==> src/rtl/txr_pkg.sv <==
package txr_pkg;

   typedef enum logic [2:0] {
      ST_IDLE,
      ST_RD_STAT,
      ST_RD_BASE,
      ST_SEND,
      ST_WR_MISC,
      ST_WR_STAT
   } txr_state_e;

   // descriptor layout (byte offsets inside a 16-byte entry)
   localparam int unsigned OFS_BUFPTR = 0;
   localparam int unsigned OFS_LENSTAT = 4;
   localparam int unsigned OFS_MISC = 8;

   // status halfword bit positions
   localparam int unsigned SB_OWNED = 15;
   localparam int unsigned SB_FAULT = 14;
   localparam int unsigned SB_FIRST = 9;
   localparam int unsigned SB_FINAL = 8;

   localparam logic [31:0] MISC_CLEAN = 32'h0000_0000;
   localparam logic [31:0] MISC_FAULT = 32'h4000_0000;

   // the length field holds the negated byte count; only 12 bits are kept
   function automatic logic [11:0] count_from_field(input logic [15:0] enc);
      logic [15:0] neg;
      neg = 16'd0 - enc;
      return neg[11:0];
   endfunction

endpackage

==> src/rtl/txr_poll_timer.sv <==
module txr_poll_timer #(
   parameter int unsigned POLL_CYCLES = 1024
) (
   input  logic clk,
   input  logic rst_n,
   output logic tick
);
   generate
      if (POLL_CYCLES == 0) begin : g_no_poll
         assign tick = 1'b0;
      end else begin : g_poll
         localparam int unsigned TW = $clog2(POLL_CYCLES + 1);
         localparam logic [TW-1:0] RELOAD = TW'(POLL_CYCLES - 1);
         logic [TW-1:0] left_q;
         always_ff @(posedge clk) begin
            if (!rst_n) begin
               left_q <= RELOAD;
            end else if (left_q == '0) begin
               left_q <= RELOAD;
            end else begin
               left_q <= left_q - 1'b1;
            end
         end
         assign tick = (left_q == '0);
      end
   endgenerate
endmodule

==> src/rtl/txr_ring_index.sv <==
module txr_ring_index #(
   parameter int unsigned AW       = 16,
   parameter int unsigned MAX_LOG2 = 6
) (
   input  logic          clk,
   input  logic          rst_n,
   input  logic [AW-1:0] ring_base,
   input  logic [3:0]    size_log2,
   input  logic          advance,
   output logic [AW-1:0] desc_addr
);
   localparam int unsigned IW = MAX_LOG2;
   localparam int unsigned PADW = AW - IW - 4;

   logic [IW-1:0] idx_q;
   logic [IW-1:0] wrap_mask;
   logic [3:0]    eff_log2;
   logic [IW+3:0] entry_ofs;

   assign eff_log2 = (32'(size_log2) > MAX_LOG2) ? 4'(MAX_LOG2) : size_log2;

   genvar gi;
   generate
      for (gi = 0; gi < IW; gi++) begin : g_mask
         assign wrap_mask[gi] = (32'(eff_log2) > gi);
      end
   endgenerate

   always_ff @(posedge clk) begin
      if (!rst_n) begin
         idx_q <= '0;
      end else if (advance) begin
         idx_q <= (idx_q + 1'b1) & wrap_mask;
      end
   end

   assign entry_ofs = {idx_q & wrap_mask, 4'h0};
   assign desc_addr = ring_base + {{PADW{1'b0}}, entry_ofs};
endmodule

==> src/rtl/txr_byte_feeder.sv <==
module txr_byte_feeder #(
   parameter int unsigned AW = 16
) (
   input  logic          clk,
   input  logic          rst_n,
   input  logic          start,
   input  logic [AW-1:0] start_addr,
   input  logic [11:0]   byte_count,
   output logic          rd_req,
   output logic [AW-1:0] rd_addr,
   input  logic          rd_ack,
   input  logic [31:0]   rd_data,
   output logic          out_valid,
   output logic [7:0]    out_data,
   output logic          out_last,
   input  logic          out_ready,
   output logic          done
);
   logic          active_q;
   logic          have_q;
   logic          done_q;
   logic [AW-1:0] ptr_q;
   logic [11:0]   remain_q;
   logic [31:0]   word_q;

   always_ff @(posedge clk) begin
      if (!rst_n) begin
         active_q <= 1'b0;
         have_q   <= 1'b0;
         done_q   <= 1'b0;
         ptr_q    <= '0;
         remain_q <= '0;
         word_q   <= '0;
      end else begin
         done_q <= 1'b0;
         if (start) begin
            active_q <= 1'b1;
            have_q   <= 1'b0;
            ptr_q    <= start_addr;
            remain_q <= byte_count;
         end else if (active_q) begin
            if (!have_q) begin
               if (rd_ack) begin
                  word_q <= rd_data;
                  have_q <= 1'b1;
               end
            end else if (out_ready) begin
               ptr_q    <= ptr_q + 1'b1;
               remain_q <= remain_q - 1'b1;
               if (ptr_q[1:0] == 2'b11) begin
                  have_q <= 1'b0;
               end
               if (remain_q == 12'd1) begin
                  active_q <= 1'b0;
                  have_q   <= 1'b0;
                  done_q   <= 1'b1;
               end
            end
         end
      end
   end

   always_comb begin
      unique case (ptr_q[1:0])
         2'd0: out_data = word_q[7:0];
         2'd1: out_data = word_q[15:8];
         2'd2: out_data = word_q[23:16];
         default: out_data = word_q[31:24];
      endcase
   end

   assign rd_req    = active_q && !have_q;
   assign rd_addr   = {ptr_q[AW-1:2], 2'b00};
   assign out_valid = active_q && have_q;
   assign out_last  = (remain_q == 12'd1);
   assign done      = done_q;
endmodule

==> src/rtl/txr_ring_engine.sv <==
module txr_ring_engine #(
   parameter int unsigned AW          = 16,
   parameter int unsigned MAX_LOG2    = 6,
   parameter int unsigned MAX_BYTES   = 1536,
   parameter int unsigned POLL_CYCLES = 1024
) (
   input  logic          clk,
   input  logic          rst_n,
   input  logic          poll_demand,
   input  logic [AW-1:0] ring_base,
   input  logic [15:0]   ring_len,
   output logic          mem_req,
   output logic          mem_we,
   output logic [AW-1:0] mem_addr,
   output logic [3:0]    mem_be,
   output logic [31:0]   mem_wdata,
   input  logic          mem_ack,
   input  logic [31:0]   mem_rdata,
   output logic          mac_valid,
   output logic [7:0]    mac_data,
   output logic          mac_last,
   input  logic          mac_ready
);
   import txr_pkg::*;

   generate
      if (AW > 32 || AW < MAX_LOG2 + 5) begin : g_bad_aw
         $error("txr_ring_engine: AW must lie between MAX_LOG2+5 and 32");
      end
      if (MAX_LOG2 < 1 || MAX_LOG2 > 15) begin : g_bad_log2
         $error("txr_ring_engine: MAX_LOG2 must lie between 1 and 15");
      end
      if (MAX_BYTES < 1 || MAX_BYTES > 4095) begin : g_bad_max
         $error("txr_ring_engine: MAX_BYTES must lie between 1 and 4095");
      end
   endgenerate

   txr_state_e    state_q;
   logic [15:0]   stat_q;
   logic [15:0]   len_q;
   logic          fault_q;
   logic          pend_q;

   logic [AW-1:0] desc_addr;
   logic          advance;
   logic          poll_tick;
   logic          go;
   logic [11:0]   frame_cnt;
   logic          reject;
   logic [15:0]   stat_back;

   logic          fd_start;
   logic          fd_req;
   logic [AW-1:0] fd_addr;
   logic          fd_done;
   logic          fd_ack;

   logic [31:0]   unused_rdata;
   logic [11:0]   unused_len;
   assign unused_rdata = mem_rdata;
   assign unused_len   = ring_len[11:0];

   txr_poll_timer #(.POLL_CYCLES(POLL_CYCLES)) u_timer (
      .clk   (clk),
      .rst_n (rst_n),
      .tick  (poll_tick)
   );

   txr_ring_index #(.AW(AW), .MAX_LOG2(MAX_LOG2)) u_index (
      .clk       (clk),
      .rst_n     (rst_n),
      .ring_base (ring_base),
      .size_log2 (ring_len[15:12]),
      .advance   (advance),
      .desc_addr (desc_addr)
   );

   txr_byte_feeder #(.AW(AW)) u_feeder (
      .clk        (clk),
      .rst_n      (rst_n),
      .start      (fd_start),
      .start_addr (mem_rdata[AW-1:0]),
      .byte_count (frame_cnt),
      .rd_req     (fd_req),
      .rd_addr    (fd_addr),
      .rd_ack     (fd_ack),
      .rd_data    (mem_rdata),
      .out_valid  (mac_valid),
      .out_data   (mac_data),
      .out_last   (mac_last),
      .out_ready  (mac_ready),
      .done       (fd_done)
   );

   assign frame_cnt = count_from_field(len_q);
   assign reject    = !stat_q[SB_FIRST] || !stat_q[SB_FINAL] ||
                      (frame_cnt == 12'd0) || (32'(frame_cnt) > MAX_BYTES);
   assign stat_back = {1'b0, stat_q[SB_FAULT] | fault_q, stat_q[13:0]};
   assign go        = poll_demand || pend_q || poll_tick;
   assign fd_start  = (state_q == ST_RD_BASE) && mem_ack && !reject;
   assign fd_ack    = (state_q == ST_SEND) && mem_ack;
   assign advance   = (state_q == ST_WR_STAT) && mem_ack;

   always_ff @(posedge clk) begin
      if (!rst_n) begin
         state_q <= ST_IDLE;
         stat_q  <= '0;
         len_q   <= '0;
         fault_q <= 1'b0;
         pend_q  <= 1'b0;
      end else begin
         if (state_q == ST_IDLE) begin
            pend_q <= 1'b0;
         end else if (poll_demand) begin
            pend_q <= 1'b1;
         end
         unique case (state_q)
            ST_IDLE: begin
               if (go) state_q <= ST_RD_STAT;
            end
            ST_RD_STAT: begin
               if (mem_ack) begin
                  stat_q  <= mem_rdata[31:16];
                  len_q   <= mem_rdata[15:0];
                  state_q <= mem_rdata[16 + SB_OWNED] ? ST_RD_BASE : ST_IDLE;
               end
            end
            ST_RD_BASE: begin
               if (mem_ack) begin
                  fault_q <= reject;
                  state_q <= reject ? ST_WR_MISC : ST_SEND;
               end
            end
            ST_SEND: begin
               if (fd_done) state_q <= ST_WR_MISC;
            end
            ST_WR_MISC: begin
               if (mem_ack) state_q <= ST_WR_STAT;
            end
            ST_WR_STAT: begin
               if (mem_ack) state_q <= ST_RD_STAT;
            end
            default: state_q <= ST_IDLE;
         endcase
      end
   end

   always_comb begin
      mem_req   = 1'b0;
      mem_we    = 1'b0;
      mem_addr  = '0;
      mem_be    = 4'h0;
      mem_wdata = '0;
      unique case (state_q)
         ST_RD_STAT: begin
            mem_req  = 1'b1;
            mem_addr = desc_addr + AW'(OFS_LENSTAT);
         end
         ST_RD_BASE: begin
            mem_req  = 1'b1;
            mem_addr = desc_addr + AW'(OFS_BUFPTR);
         end
         ST_SEND: begin
            mem_req  = fd_req;
            mem_addr = fd_addr;
         end
         ST_WR_MISC: begin
            mem_req   = 1'b1;
            mem_we    = 1'b1;
            mem_addr  = desc_addr + AW'(OFS_MISC);
            mem_be    = 4'hF;
            mem_wdata = fault_q ? MISC_FAULT : MISC_CLEAN;
         end
         ST_WR_STAT: begin
            mem_req   = 1'b1;
            mem_we    = 1'b1;
            mem_addr  = desc_addr + AW'(OFS_LENSTAT);
            mem_be    = 4'b1100;
            mem_wdata = {stat_back, 16'h0000};
         end
         default: ;
      endcase
   end
endmodule

==> config.mk <==
export PLATFORM = sky130hd
export DESIGN_NAME = txr_ring_engine
export DESIGN_NICKNAME = d
export VERILOG_FILES = /design/src/rtl/txr_pkg.sv /design/src/rtl/txr_poll_timer.sv /design/src/rtl/txr_ring_index.sv /design/src/rtl/txr_byte_feeder.sv /design/src/rtl/txr_ring_engine.sv
export SDC_FILE = /design/constraint.sdc
export NUM_CORES = 1
export LEC_CHECK = 0
export BUFFER_PORTS_ARGS = -buffer_cell sky130_fd_sc_hd__buf_4
export CAP_MARGIN = 20
export CORE_ASPECT_RATIO = 1.2
export CORE_MARGIN = 4
export CORE_UTILIZATION = 40
export CTS_CLUSTER_DIAMETER = 50
export DETAILED_ROUTE_END_ITERATION = 8
export PLACE_DENSITY = 0.66
export SYNTH_ARGS = -nofsm -noshare
export SYNTH_HDL_FRONTEND = slang
export SYNTH_SLANG_ARGS = --single-unit
==> constraint.sdc <==
create_clock -name clk -period 9.29 [get_ports clk]
set_input_delay 0.929 -clock clk [delete_from_list [all_inputs] [get_ports clk]]
set_output_delay 0.929 -clock clk [all_outputs]
set_load 0.01 [all_outputs]
---- After elaboration in Yosys (flattened, before gate mapping) ----
Cells that the tools add are included.
word-level totals
  register bits ........................... 112
  bits of input ports ..................... 69
  output and inout port bits .............. 64
  word-level logic and storage cells ...... 122
cells by class
  add/sub/neg operators ................... 8
  order comparisons ....................... 8
  equal/unequal tests ..................... 15
  muxes and demuxes ....................... 36
  bitwise gates (word level) .............. 8
  reductions and logical operators ........ 34
operators with widths
  kind                                                                    count
  16-bit 2-to-1 mux                                                       4
  16-bit one-hot mux with 4 select lines                                  1
  31-bit one-hot mux with 2 select lines                                  1
  12-bit 2-to-1 mux                                                       4
  31-bit 2-to-1 mux                                                       1
  8-bit one-hot mux with 3 select lines                                   1
  3-bit 2-to-1 mux                                                        7
  3-bit one-hot mux with 6 select lines                                   1
  16-bit by 1-bit adder with 16-bit output, second input constant         1
  16-bit by 10-bit adder with 16-bit output                               1
  16-bit by 3-bit adder with 16-bit output, second input constant         1
  16-bit by 4-bit adder with 16-bit output, second input constant         1
  6-bit AND                                                               2
  12-bit by 1-bit == test with 1-bit output, second input constant        1
  12-bit by 11-bit > comparator with 1-bit output, second input constant  1
  4-bit by 3-bit > comparator with 1-bit output, second input constant    3
  12-bit logical NOT                                                      1
  1-bit 2-to-1 mux                                                        12
  1-bit by 12-bit subtractor with 12-bit output, first input constant     1
  12-bit by 1-bit subtractor with 12-bit output, second input constant    1
  11-bit logical NOT                                                      1
  11-bit by 1-bit subtractor with 11-bit output, second input constant    1
  2-bit != test, second input constant                                    5
  2-bit OR reduction                                                      5
  27 further kinds                                                        51

---- Depth between registers and ports, before layout ----
Gate-level depths: netlist of run 1.
  depth after elaboration ................. 8
  mapped depth ............................ 12
  depth with buffers taken out ............ 11

---- Cells and area by module ----
From an unflattened synthesis of run 1, not the netlist that was laid out.
unflattened totals
  cell total of the unflattened synthesis .. 926
  area, all modules ....................... 7096.8 µm²
modules (own cells, without submodules)
  module           times used  cells each  area each (µm²)
  txr_byte_feeder  1           389         3100.5
  txr_ring_engine  1           369         2601.2
  txr_ring_index   1           108         845.8
  txr_poll_timer   1           60          549.3

---- Worst setup path after synthesis of run 1 ----
No wires, ideal clock.
  kind .................................... input to output
  start ................................... input ring_len[15]
  end ..................................... output mem_addr[15]
  data arrival time ....................... 3566 ps
  required time ........................... 8361 ps
  path slack .............................. 4795 ps
  stages on the path ...................... 11
  path through ............................ nor4_1 -> nor2b_1 -> ha_1 -> fa_1 -> a211o_1 -> a31oi_1 -> nor4_1 -> a311o_1 -> nor4b_1 -> o21a_1 -> o211ai_1
between the ends
  word-level cells in the longest chain between the ends .. 7
  elaborated cells between the ends (all ways) .. 13
  classes of those cells .................. add/sub (3); order compare (7); mux (2); bitwise (1)
ends and longest elaborated chain
  element                                                                                                      line                                                                    RTL
  start, declared                                                                                              txr_ring_engine.sv:11                                                   input logic [15:0] ring_len,
  4-bit by 3-bit > comparator with 1-bit output                                                                txr_ring_index.sv:20                                                    assign eff_log2 = (32'(size_log2) > MAX_LOG2) ? 4'(MAX_LOG2) : size_log2;
  4-bit 2-to-1 mux *                                                                                           txr_ring_index.sv:20
  4-bit by 1-bit > comparator with 1-bit output, or another cell as far along                                  txr_ring_index.sv:25                                                    assign wrap_mask[gi] = (32'(eff_log2) > gi);
  6-bit AND *                                                                                                  txr_ring_index.sv:37                                                    assign entry_ofs = {idx_q & wrap_mask, 4'h0};
  16-bit by 10-bit adder with 16-bit output *                                                                  txr_ring_index.sv:38                                                    assign desc_addr = ring_base + {{PADW{1'b0}}, entry_ofs};
  16-bit by 3-bit adder with 16-bit output / 16-bit by 4-bit adder with 16-bit output (equally long branches)  txr_ring_engine.sv:157, txr_ring_engine.sv:177, txr_ring_engine.sv:170
  16-bit one-hot mux with 4 select lines *                                                                     txr_ring_engine.sv:154                                                  unique case (state_q)
  end, declared                                                                                                txr_ring_engine.sv:14                                                   output logic [AW-1:0] mem_addr,
Mark *: on every way between the ends. The rest lies on a longest branch, timed or not.

---- Worst setup path in the final report of run 1 ----
  start ................................... input ring_len[15]
  end ..................................... output mem_addr[14]
The elaborated chain is that of the path after synthesis.

==> summary.md, run 1 <==
| Metric | Value |
|---|---|
| Hold path depth | `1` |
| Syn avg cell area | `7.576 µm²` |
| Mapped cell area | `7137 µm²` |
| Outcome | `completed` |
| Antenna cell count | `0` |
| Number of synthesized flops with an enable pin | `0` |
| Area growth syn-to-layout | `14.76%` |
| Post CTS Setup Buffer Count | `0` |
| Unrepaired setup endpoints after global routing | `false` |
| Seq pwr share | `40.6%` |
| Hold Path Origin | `u_timer.g_poll.left_q[0]` |
| Drt drc | `0` |
| Die width | `around 130 µm` |
| Layout cell share with drive strength beyond 1 | `13.63%` |
| Clock buffer count from CTS | `9` |
| Site Rows | `53` |
| Ys flop type | `dfxtp_1` |
| Die height | `between 150 and 200 µm` |
| Sequential fraction of the synthesis area | `31.42%` |
| Least-Margin Pin Slew | `around 1100 ps` |
| Crit path DAT | `4180 ps` |
| Fmax | `between 150 and 200 MHz` |
| Dpl ws | `4198 ps` |
| Number of I/O port buffers | `103` |
| # setup viols final | `0` |
| Fin. max-slew vios | `0` |
| Vias per cell | `approximately 5.5` |
| Initial antenna violation count | `0` |
| Reg2reg path depth | `5` |
| Final nets | `1081` |
| R2r endpoint | `stat_q[14]` |
| CP Class | `in2out` |
| Leading post-synthesis cells by instance count | `nand2_1, dfxtp_1, a21boi_0, clkbuf_1, nor2_1` |
| Total wire length | `19.25 mm` |
| Clock Power Share | `30.5%` |
| GR Overflow Total | `0` |
| Post-DP HPWL | `13.98 mm` |
| Most Used Layer, Global Route | `met2` |
| Post-layout power | `roughly 0.0013 W` |
| Final hold violation count | `0` |
| Syn. warnings | `0` |
| Placer congestion estimate | `0.8833` |
| FF-to-FF Start | `state_q[0]` |
| Count of cell types in the netlist | `70` |
| Initial DRC count | `574` |
| Top fanout value on the critical path | `7` |
| P_leak | `3.164 nW` |
| First-pass GRT wire length | `30.85 mm` |
| Pin count of the biggest net entering global routing | `71` |
| Post-Route Skew | `9.571 ps` |
| Setup crit end kind | `output pin` |
| Setup_tns | `0 ps` |
| Area contributors post-synth | `dfxtp_1, nand2_1, a21boi_0, xnor2_1, nand3_1` |
| Critical Path RT | `8360 ps` |
| Gate power share | `28.9%` |
| Synth Instances | `942` |
| Ports | `133` |
| ANT nets after route | `0` |
| DRT Pass-1 Iters | `5` |
| Clk_lat worst skew | `360 ps` |
| H-tree depth | `3` |
| Vias in the first global route | `6149` |
| Startpoint Class | `primary input` |
| CTS Sinks | `112` |
| Most frequent cell after synthesis | `nand2_1` |
| Ys async rst share | `0%` |
| Crit path from | `ring_len[15]` |
| Root buf cell | `clkbuf_16` |
| Die area | `around 20000 µm²` |
| Max-cap viol count | `0` |
| Clock tree from TritonCTS | `done` |
| Clock slew at reported path FFs | `70 ps` |
| Slew HR | `28.41%` |
| Overall via count from detail_route | `6681` |
| Hold Path Sink | `u_timer.g_poll.left_q[0]` |
| Worst IR Drop VDD | `roughly 0.00009 V` |
| Clock buffer depth | `2` |
| Switch Pwr | `0.0004444 W` |
| Starting Density | `roughly two fifths` |
| Worst setup margin | `4177 ps` |
| Met2 Use GR | `29.93%` |
| GRT Resource Usage Total | `between 10% and 20%` |
| Worst min path class | `reg2reg` |
| Number of synthesized register bits | `112` |
| CTS Hold Bufs | `0` |
| Sw Share | `33.59%` |
| Global-route met1 utilization | `25.52%` |
| Drt wl/cell | `15.81 µm` |
| Area leader, netlist | `dfxtp_1` |
| R2r setup slk | `around 5400 ps` |
| Post-route minimum period | `5113 ps` |
| Core Area | `~18000 µm²` |
| Int Power | `0.0008785 W` |
| Period utilization | `a little under three fifths` |
| Pwr per Cell Area | `161.5 nW/µm²` |
| Met3 Resource Use GR | `4.387%` |
| Post_cts resized | `0` |
| Top-area cell type share of the netlist area | `31.42%` |
[area by class of cell]
class / instances / area, µm²
clock buffers: 10 / 239.0
clock inverters: 5 / 63.81
fillers: 1788 / 9316
inverters: 27 / 101.3
multi-input cells: 735 / 4423
flip-flops and latches: 112 / 2242
well taps: 220 / 275.3
repair buffers: 109 / 845.8
[flip-flops by register name, indices dropped and copies added (netlist names)]
register	flops
u_feeder.word_q	32
u_feeder.ptr_q	16
stat_q	15
len_q	12
u_feeder.remain_q	12
u_timer.g_poll.left_q	11
u_index.idx_q	6
state_q	3
fault_q	1
pend_q	1
u_feeder.active_q	1
u_feeder.done	1
u_feeder.have_q	1
[power by group through the flow]
stage	clock (W)	combinational (W)	sequential, W
3_3_place_gp	0	0.000377	0.000547
2_1_floorplan	0	0.000276	0.000520
6_report	0.000403	0.000382	0.000537
5_1_grt	0.000432	0.000425	0.000541
3_5_place_dp	0	0.000382	0.000547
4_1_cts	0.000413	0.000384	0.000536
[layout by cell type, fill, tap and decap left out, drive strengths merged, types with 12 or more instances in the layout]
cell / instances
xor2: 21
buf: 109
nor2b: 16
nor2: 47
and3: 26
dfxtp: 112
ha: 17
conb: 17
nor3: 26
a21boi: 67
nand3: 44
xnor2: 33
mux2i: 15
o21ai: 48
nand2: 193
nand4: 12
a21oi: 21
inv: 29
[cells by family (layout without fill, tap and decap cells)]
kind of cell	Yosys count	in the layout	synth area share, %
and+or+nand+nor	421	421	28.21
AOI/OAI and AO/OA	210	210	20.70
DFF	112	112	31.42
buffers and inverters	111	151	7.626
xor gates and xnor gates	54	54	6.627
adders and majority gates	18	18	3.261
muxes	15	15	2.104
other	1	17	0.05254
[critical path: stages]
cell,delay [ps]
buf_4,130
nor4_1,360
nor2b_1,110
ha_1,240
fa_1,460
a211oi_1,380
nor2_1,150
nor2_1,360
nand4_1,230
nor4_1,360
xnor2_1,160
o221ai_1,150
buf_4,170
[layer usage]
| metal | vias to the layer above | part of all wire, % |
|---|---|---|
| li1 | 3362 | - |
| met1 | 3083 | 45 |
| met2 | 217 | 46 |
| met3 | 19 | 7.8 |
| met4 | 0 | 1.6 |
| met5 | - | 0 |
[worst max path at each step]
stage | endpoint | cells past startpoint
detailed placement | mem_addr[14] | 13
global placement | mem_addr[14] | 13
global route | mem_addr[14] | 13
finish | mem_addr[14] | 13
floorplan | mem_addr[15] | 11
CTS | mem_addr[14] | 13
[through the flow]
stage                     instance area [µm²]  instances  hold WS (ps)  utilization, %
after floorplan                          7197        958         395.7               -
after global placement                   7845       1201         420.4           44.81
after detailed placement                 7860       1202         424.3           44.90
after CTS                                8163       1217         442.0           46.63
after global routing                     8190       1218         483.8           46.78
final                                    8190       1218         433.8           46.78
Note: power is estimated with default switching activity, not from simulation.
==> run 2: changes to the inputs <==
- ABC_AREA: unset -> 1
- PLACE_DENSITY: 0.66 -> 0.68
- clock period: 9.29 -> 4.2 ns (I/O delays scaled with it)
==> run 2 against run 1 <==
Against the previous run:
- cell count is 21% higher
- clock power rose by 110%
- area after synthesis rose by 4.9%
- worst setup slack worse by 3800 ps
- synthesized cell count increased by 21%
- combinational power rose to 3.4 times the previous value
- sequential cell count unchanged
==> summary.md, run 2 <==
| Metric | Value |
|---|---|
| Final hold violation count | `0 (unchanged)` |
| Die width | `132.9 µm (+2.3%)` |
| Antenna cell count | `0 (unchanged)` |
| Die height | `157.8 µm (+2.3%)` |
| Pwr per Cell Area | `386.4 nW/µm² (+140%)` |
| FF-to-FF Start | `len_q[0]` |
| Mapped cell area | `7485 µm² (+4.9%)` |
| Fill cells | `1944 (+8.7%)` |
| Most frequent cell after synthesis | `nand2_1` |
| Most frequent cells in the layout | `nand2_1, inv_1, nor2_1, dfxtp_1, buf_4` |
| Count of cell types in the netlist | `52 (-26%)` |
| Crit path from | `ring_len[15]` |
| Outcome | `completed` |
| Synth Instances | `1139 (+21%)` |
| Ports | `133 (unchanged)` |
| Drt wl/cell | `13.71 µm (-13%)` |
| Overall via count from detail_route | `7377 (+10%)` |
| Ys async rst share | `0% (unchanged)` |
| Sequential fraction of the synthesis area | `29.96% (-1.5 points)` |
| Setup_tns | `0 ps (unchanged)` |
| ANT nets after route | `0 (unchanged)` |
| Area contributors post-synth | `dfxtp_1, nand2_1, inv_1, nor2_1, a21oi_1` |
| Setup crit end kind | `output pin` |
| Worst min path class | `in2reg` |
| Slowest stage cell, crit path | `fa_1` |
| Leading post-synthesis cells by instance count | `nand2_1, inv_1, nor2_1, dfxtp_1, a21oi_1` |
| Vias in the first global route | `6661 (+8.3%)` |
| Startpoint Class | `primary input` |
| Area leader, netlist | `dfxtp_1` |
| Vias per cell | `5.022 (-8.4%)` |
| Initial antenna violation count | `0 (unchanged)` |
| Clk_lat worst skew | `360 ps (about the same)` |
| H-tree depth | `3 (unchanged)` |
| GRT Resource Usage Total | `18.85% (about the same)` |
| Cells along the critical path | `buf_4, nor2_2, inv_1, nor2_1, nand2_1, nand2_1, inv_1, ha_1, fa_1, xor2_1, inv_1, nor2_1, inv_1, nor2_1, nor2_1, o21ai_0, o211ai_1, buf_4` |
| CP Class | `in2out` |
| Post-DP HPWL | `15.23 mm (+8.9%)` |
| Footprint of the multi-input gates | `4339 µm² (-1.9%)` |
| Most common cell after layout, fill and taps aside | `nand2_1` |
| # setup viols final | `0 (unchanged)` |
| Unrepaired setup endpoints after global routing | `false` |
| Starting Density | `40.88% (+0.11 points)` |
| Site Rows | `54 (+1.9%)` |
| Number of synthesized flops with an enable pin | `0 (unchanged)` |
| Top-area cell type share of the netlist area | `29.96% (-1.5 points)` |
| Slew HR | `41.59% (+13 points)` |
| Number of I/O port buffers | `103 (unchanged)` |
| Critical Path RT | `3780 ps (-4580 ps)` |
| Die area | `20970 µm² (+4.6%)` |
| Root buf cell | `clkbuf_16` |
| Initial DRC count | `443 (-23%)` |
| CTS Sinks | `112 (unchanged)` |
| GR Overflow Total | `0 (unchanged)` |
| Area growth syn-to-layout | `14.91%` |
| Top fanout value on the critical path | `6 (-1)` |
| Final nets | `1300 (+20%)` |
| Pin count of the biggest net entering global routing | `66 (-7.0%)` |
| Post-Route Skew | `10.96 ps (+1.384 ps)` |
| Worst IR Drop VDD | `0.0002441 V (+170%)` |
| Hold Path Origin | `mem_rdata[30]` |
| Max-cap viol count | `0 (unchanged)` |
| Reg area | `2242 µm² (unchanged)` |
| Fin util | `46.97% (+0.19 points)` |
| Syn avg cell area | `6.571 µm² (-13%)` |
| Number of flip-flops in the largest register | `32 (unchanged)` |
| Layout cell share with drive strength beyond 1 | `15.78% (+2.1 points)` |
| Ys flop type | `dfxtp_1` |
| First-pass GRT wire length | `32.66 mm (+5.9%)` |
| CTS Hold Bufs | `0 (unchanged)` |
| Total wire length | `20.15 mm (+4.6%)` |
| Crit path DAT | `3360 ps (-820 ps)` |
| Number of synthesized register bits | `112 (unchanged)` |
| Top Registers | `u_feeder.word_q: 32 flops, u_feeder.ptr_q: 16 flops, stat_q: 15 flops` |
| Syn. warnings | `0 (unchanged)` |
| Period utilization | `90.08%` |
| P_leak | `3.827 nW (+21%)` |
| Least-Margin Pin Slew | `872.9 ps (-200.9 ps)` |
| Core Area | `18310 µm² (+4.6%)` |
| Fmax | `264.3 MHz` |
| Clock buffer depth | `2 (unchanged)` |
| Largest reg by FF count | `u_feeder.word_q` |
| Clock tree from TritonCTS | `done` |
| DRT Pass-1 Iters | `7 (+2)` |
| Largest stage delay on the critical path | `460 ps (about the same)` |
| Clock buffer count from CTS | `9 (unchanged)` |
| Clock slew at reported path FFs | `70 ps (about the same)` |
| Drt drc | `0 (unchanged)` |
| Post-route minimum period | `3783 ps` |
| Fin. max-slew vios | `0 (unchanged)` |
| Placer congestion estimate | `0.9076 (+2.8%)` |
-- run 2: cell types whose count changed in the layout (fill, tap and decap cells not counted), sizes merged, moves of 37 or more --
cell    change
inv       +124
a21boi     -67
nand2      +37
o21ai      +44
a21oi      +89
nor2      +101
nand3      +38
-- run 2: final cells by class --
type	count	share of cell area (%)
clock inverters	3	0.4946
multi-input cells	824	50.45
flip-flops and latches	112	26.07
inverters	155	6.765
clock buffers	12	2.866
well taps	252	3.666
repair buffers	111	9.689
-- run 2: path summary, 6_finish.rpt --
check	slack (ps)	to	cells after the start
setup / recovery	420	mem_addr[11]	18
hold / removal	330	stat_q[14]	3
setup reg to reg	1530	u_feeder.ptr_q[11]	13
hold reg to reg	410	u_timer.g_poll.left_q[0]	1
-- run 2: what timing repair did --
action | CTS | global route
setup buffers | 0 | 0
endpoints found under the setup margin | 0 | 3
gates resized for setup | 0 | 1
-- run 2: cell families after synthesis --
group	Yosys count	synth area share [%]
AO/OA/AOI/OAI	237	18.26
other	1	0.05010
buffers and inverters	219	12.91
flip-flops	112	29.96
AND/OR/NAND/NOR	531	33.27
adder cells (fa/ha/maj)	18	3.109
XOR/XNOR	21	2.457
-- run 2: worst max-delay path, delay by kind of cell --
family,cells,cell delay (ps)
and+or+nand+nor,7,1050
AOI/OAI and AO/OA,2,290
buffers and inverters,6,680
adders and majority gates,2,650
xor gates and xnor gates,1,260
-- run 2: report_power, final --
part,total [W],switching [W],leakage (nW),internal [W]
registers,0.00119,0.0000517,0.907,0.00113
clock network,0.000861,0.000385,0.139,0.000476
logic,0.00128,0.000849,2.78,0.000427
total,0.00332,0.00129,3.83,0.00204
-- run 2: metrics by stage --
step	power [W]	cells	instance area (µm²)	hold slack [ps]	setup WS [ps]
5_1_grt	0.003552	1469	8601	341.1	42.21
3_3_place_gp	0.002451	1454	8309	376.2	422.8
3_5_place_dp	0.002478	1454	8309	391.7	355.3
6_report	0.003323	1469	8601	328.2	416.6
2_1_floorplan	0.002159	1155	7545	366.3	951.6
4_1_cts	0.003343	1469	8598	322.5	350.3
-- run 2: metal layers --
layer / routed length, µm / global-route usage (%) / vias to the layer above
met5: 0 / 0 / -
met4: 372 / 5.693 / 0
met3: 1125 / 3.655 / 22
met2: 9298 / 31.87 / 178
met1: 9348 / 24.46 / 3330
li1: - / - / 3847
==> run 3: changes to the inputs <==
- CAP_MARGIN: 20 -> unset
- clock period: 4.2 -> 3.45 ns (I/O delays scaled with it)
==> run 3 against run 2 <==
Against the previous run:
- routed wire length down 0.76%
- clock skew about the same
- total power up 24%
- largest cell class unchanged
- die area unchanged
- core utilization up 1.1 points
- global-route usage down 0.26 points
- combinational power up 22%
==> summary.md, run 3 (same netlist as run 2, synthesis figures left out) <==
| Metric | Value |
|---|---|
| Final nets | `1313 (+1.0%)` |
| Top fanout value on the critical path | `4 (-2)` |
| Crit path DAT | `2850 ps (-510 ps)` |
| Number of flip-flops in the largest register | `32 (unchanged)` |
| Least-Margin Pin Slew | `722.3 ps (-150.7 ps)` |
| Initial DRC count | `462 (+4.3%)` |
| Pwr per Cell Area | `468.3 nW/µm² (+21%)` |
| Buf+Inv Stages, Crit Path | `7 (+1)` |
| Die area | `20970 µm² (unchanged)` |
| Die height | `157.8 µm (unchanged)` |
| FF-to-FF Start | `len_q[0]` |
| Post-route minimum period | `3194 ps` |
| Pin count of the biggest net entering global routing | `66 (unchanged)` |
| Clock buffer count from CTS | `9 (unchanged)` |
| GR Overflow Total | `0 (unchanged)` |
| Root buf cell | `clkbuf_16` |
| Slew HR | `51.48% (+9.9 points)` |
| Hold path depth | `3 (unchanged)` |
| CTS Hold Bufs | `0 (unchanged)` |
| GRT Resource Usage Total | `18.58% (-0.26 points)` |
| Clk_lat worst skew | `350 ps (about the same)` |
| P_leak | `3.909 nW (+2.1%)` |
| Clock slew at reported path FFs | `70 ps (about the same)` |
| CP Class | `in2out` |
| Post-DP HPWL | `15.37 mm (+0.93%)` |
| Vias per cell | `4.993 (-0.57%)` |
| R2r setup slk | `800 ps (-730 ps)` |
| Site Rows | `54 (unchanged)` |
| Layout cell share with drive strength beyond 1 | `18.12% (+2.3 points)` |
| Crit-path most repeated cell | `inv_1` |
| Initial antenna violation count | `0 (unchanged)` |
| Most common cell after layout, fill and taps aside | `nand2_1` |
| Area growth syn-to-layout | `17.60%` |
| Placer congestion estimate | `0.9197 (+1.3%)` |
| Worst min path class | `in2reg` |
| ANT nets after route | `0 (unchanged)` |
| Ports | `133 (unchanged)` |
| Top delay family on crit path | `simple AND/OR/NAND/NOR gates` |
| Fin. max-slew vios | `0 (unchanged)` |
| Post-Route Skew | `10.85 ps (-0.1036 ps)` |
| Die width | `132.9 µm (unchanged)` |
| Most frequent cells in the layout | `nand2_1, inv_1, nor2_1, buf_4, dfxtp_1` |
| Worst setup margin | `255.9 ps (-160.7 ps)` |
| First-pass GRT wire length | `32.45 mm (-0.63%)` |
| Starting Density | `40.88% (unchanged)` |
| Period utilization | `92.58%` |
| Clock tree from TritonCTS | `done` |
| Startpoint Class | `primary input` |
| Critical Path RT | `3110 ps (-670 ps)` |
| # setup viols final | `0 (unchanged)` |
| Max-cap viol count | `0 (unchanged)` |
| Antenna cell count | `0 (unchanged)` |
| DRT Pass-1 Iters | `5 (-2)` |
| Final hold violation count | `0 (unchanged)` |
| Vias in the first global route | `6706 (+0.68%)` |
| Dpl ws | `73.90 ps (-281.4 ps)` |
| Outcome | `completed` |
| Worst IR Drop VDD | `0.0002718 V (+11%)` |
| Hold Path Sink | `u_feeder.word_q[15]` |
| Setup crit end kind | `output pin` |
| Cells along the critical path | `buf_4, nor2_2, inv_1, nor2_2, nand2_1, nand2_1, inv_1, ha_1, fa_2, inv_1, nor2_2, inv_1, nor2_1, inv_1, nor2_4, nand3_2, nor2_2, nand3_1, nand3_1, nand3_1, buf_4` |
| R2r endpoint | `u_feeder.ptr_q[13]` |
| Slowest stage cell, crit path | `fa_2` |
| Core Area | `18310 µm² (unchanged)` |
| Hold Path Origin | `mem_rdata[15]` |
| Top Registers | `u_feeder.word_q: 32 flops, u_feeder.ptr_q: 16 flops, stat_q: 15 flops` |
| Drt wl/cell | `13.48 µm (-1.7%)` |
| Number of I/O port buffers | `103 (unchanged)` |
| Overall via count from detail_route | `7405 (+0.38%)` |
| Total wire length | `19.99 mm (-0.76%)` |
| Largest stage delay on the critical path | `540 ps (+80 ps)` |
| Drt drc | `0 (unchanged)` |
| H-tree depth | `3 (unchanged)` |
| Clock buffer depth | `2 (unchanged)` |
| Largest reg by FF count | `u_feeder.word_q` |
| Reg2reg path depth | `13 (unchanged)` |
| Fmax | `313.1 MHz` |
| Hold slack | `268.7 ps (-59.48 ps)` |
| CTS Sinks | `112 (unchanged)` |
-- run 3: cell types whose count changed in the layout (fill, tap and decap cells not counted), sizes merged --
cell / change
clkinvlp: -1
bufinv: +1
clkbuf: +1
buf: +13
-- run 3: cell type report --
| type | count | area (µm²) |
|---|---|---|
| sequential | 112 | 2242 |
| clock buffer | 13 | 250.2 |
| clock inverter | 3 | 65.06 |
| tap | 252 | 315.3 |
| multi-input combinational | 824 | 4417 |
| inverter | 155 | 581.8 |
| timing repair buffer | 124 | 930.9 |
| fill | 1927 | 9508 |
-- run 3: where the power goes --
part           switching (W)  internal, W
clock network       0.000462     0.000657
registers          0.0000631      0.00138
logic                0.00103     0.000532
total                0.00155      0.00257
-- run 3: how the worst max path moves through the flow --
| stage | cells past startpoint | slack, ps | endpoint | start |
|---|---|---|---|---|
| 6_report | 21 | 260 | mem_addr[14] | ring_len[15] |
| 5_1_grt | 22 | -9 | mem_addr[14] | ring_len[15] |
| 4_1_cts | 20 | 50 | mem_addr[11] | ring_len[15] |
| 3_5_place_dp | 20 | 70 | mem_addr[11] | ring_len[15] |
| 3_3_place_gp | 20 | 90 | mem_addr[11] | ring_len[15] |
| 2_1_floorplan | 20 | 350 | mem_addr[14] | ring_len[15] |
-- run 3: layer usage --
layer,vias to the layer above,GRT usage (%),wire [µm]
li1,3864,-,-
met1,3329,24.09,9035
met2,182,31.53,9412
met3,30,3.115,1107
met4,0,6.188,436
met5,-,0,0
-- run 3: repair_timing --
item / CTS / global route
setup buffers: 0 / 0
resized for setup: 0 / 24
endpoints found under the setup margin: 0 / 8
-- run 3: worst reg2reg max path, stage by stage, from the launching register on --
cell	delay, ps
dfxtp_1	310
inv_1	170
ha_1	430
nand2_4	120
nor2_4	140
nand2_1	60
nand2_1	80
nand2_2	90
nand2_1	80
nor2_1	60
a21oi_4	490
nand4_1	290
nand2_1	160
a21oi_2	50
-- run 3: metrics by stage --
stage / util (%) / instance area [µm²] / instances / power [W] / setup TNS [ps]
6_report: 48.07 / 8802 / 1483 / 0.004122 / 0
5_1_grt: 48.07 / 8802 / 1483 / 0.004397 / -8.579
4_1_cts: 47.64 / 8722 / 1483 / 0.004138 / 0
3_5_place_dp: 45.91 / 8407 / 1467 / 0.003018 / 0
3_3_place_gp: 45.91 / 8407 / 1467 / 0.002990 / 0
2_1_floorplan: - / 7545 / 1155 / 0.002628 / 0
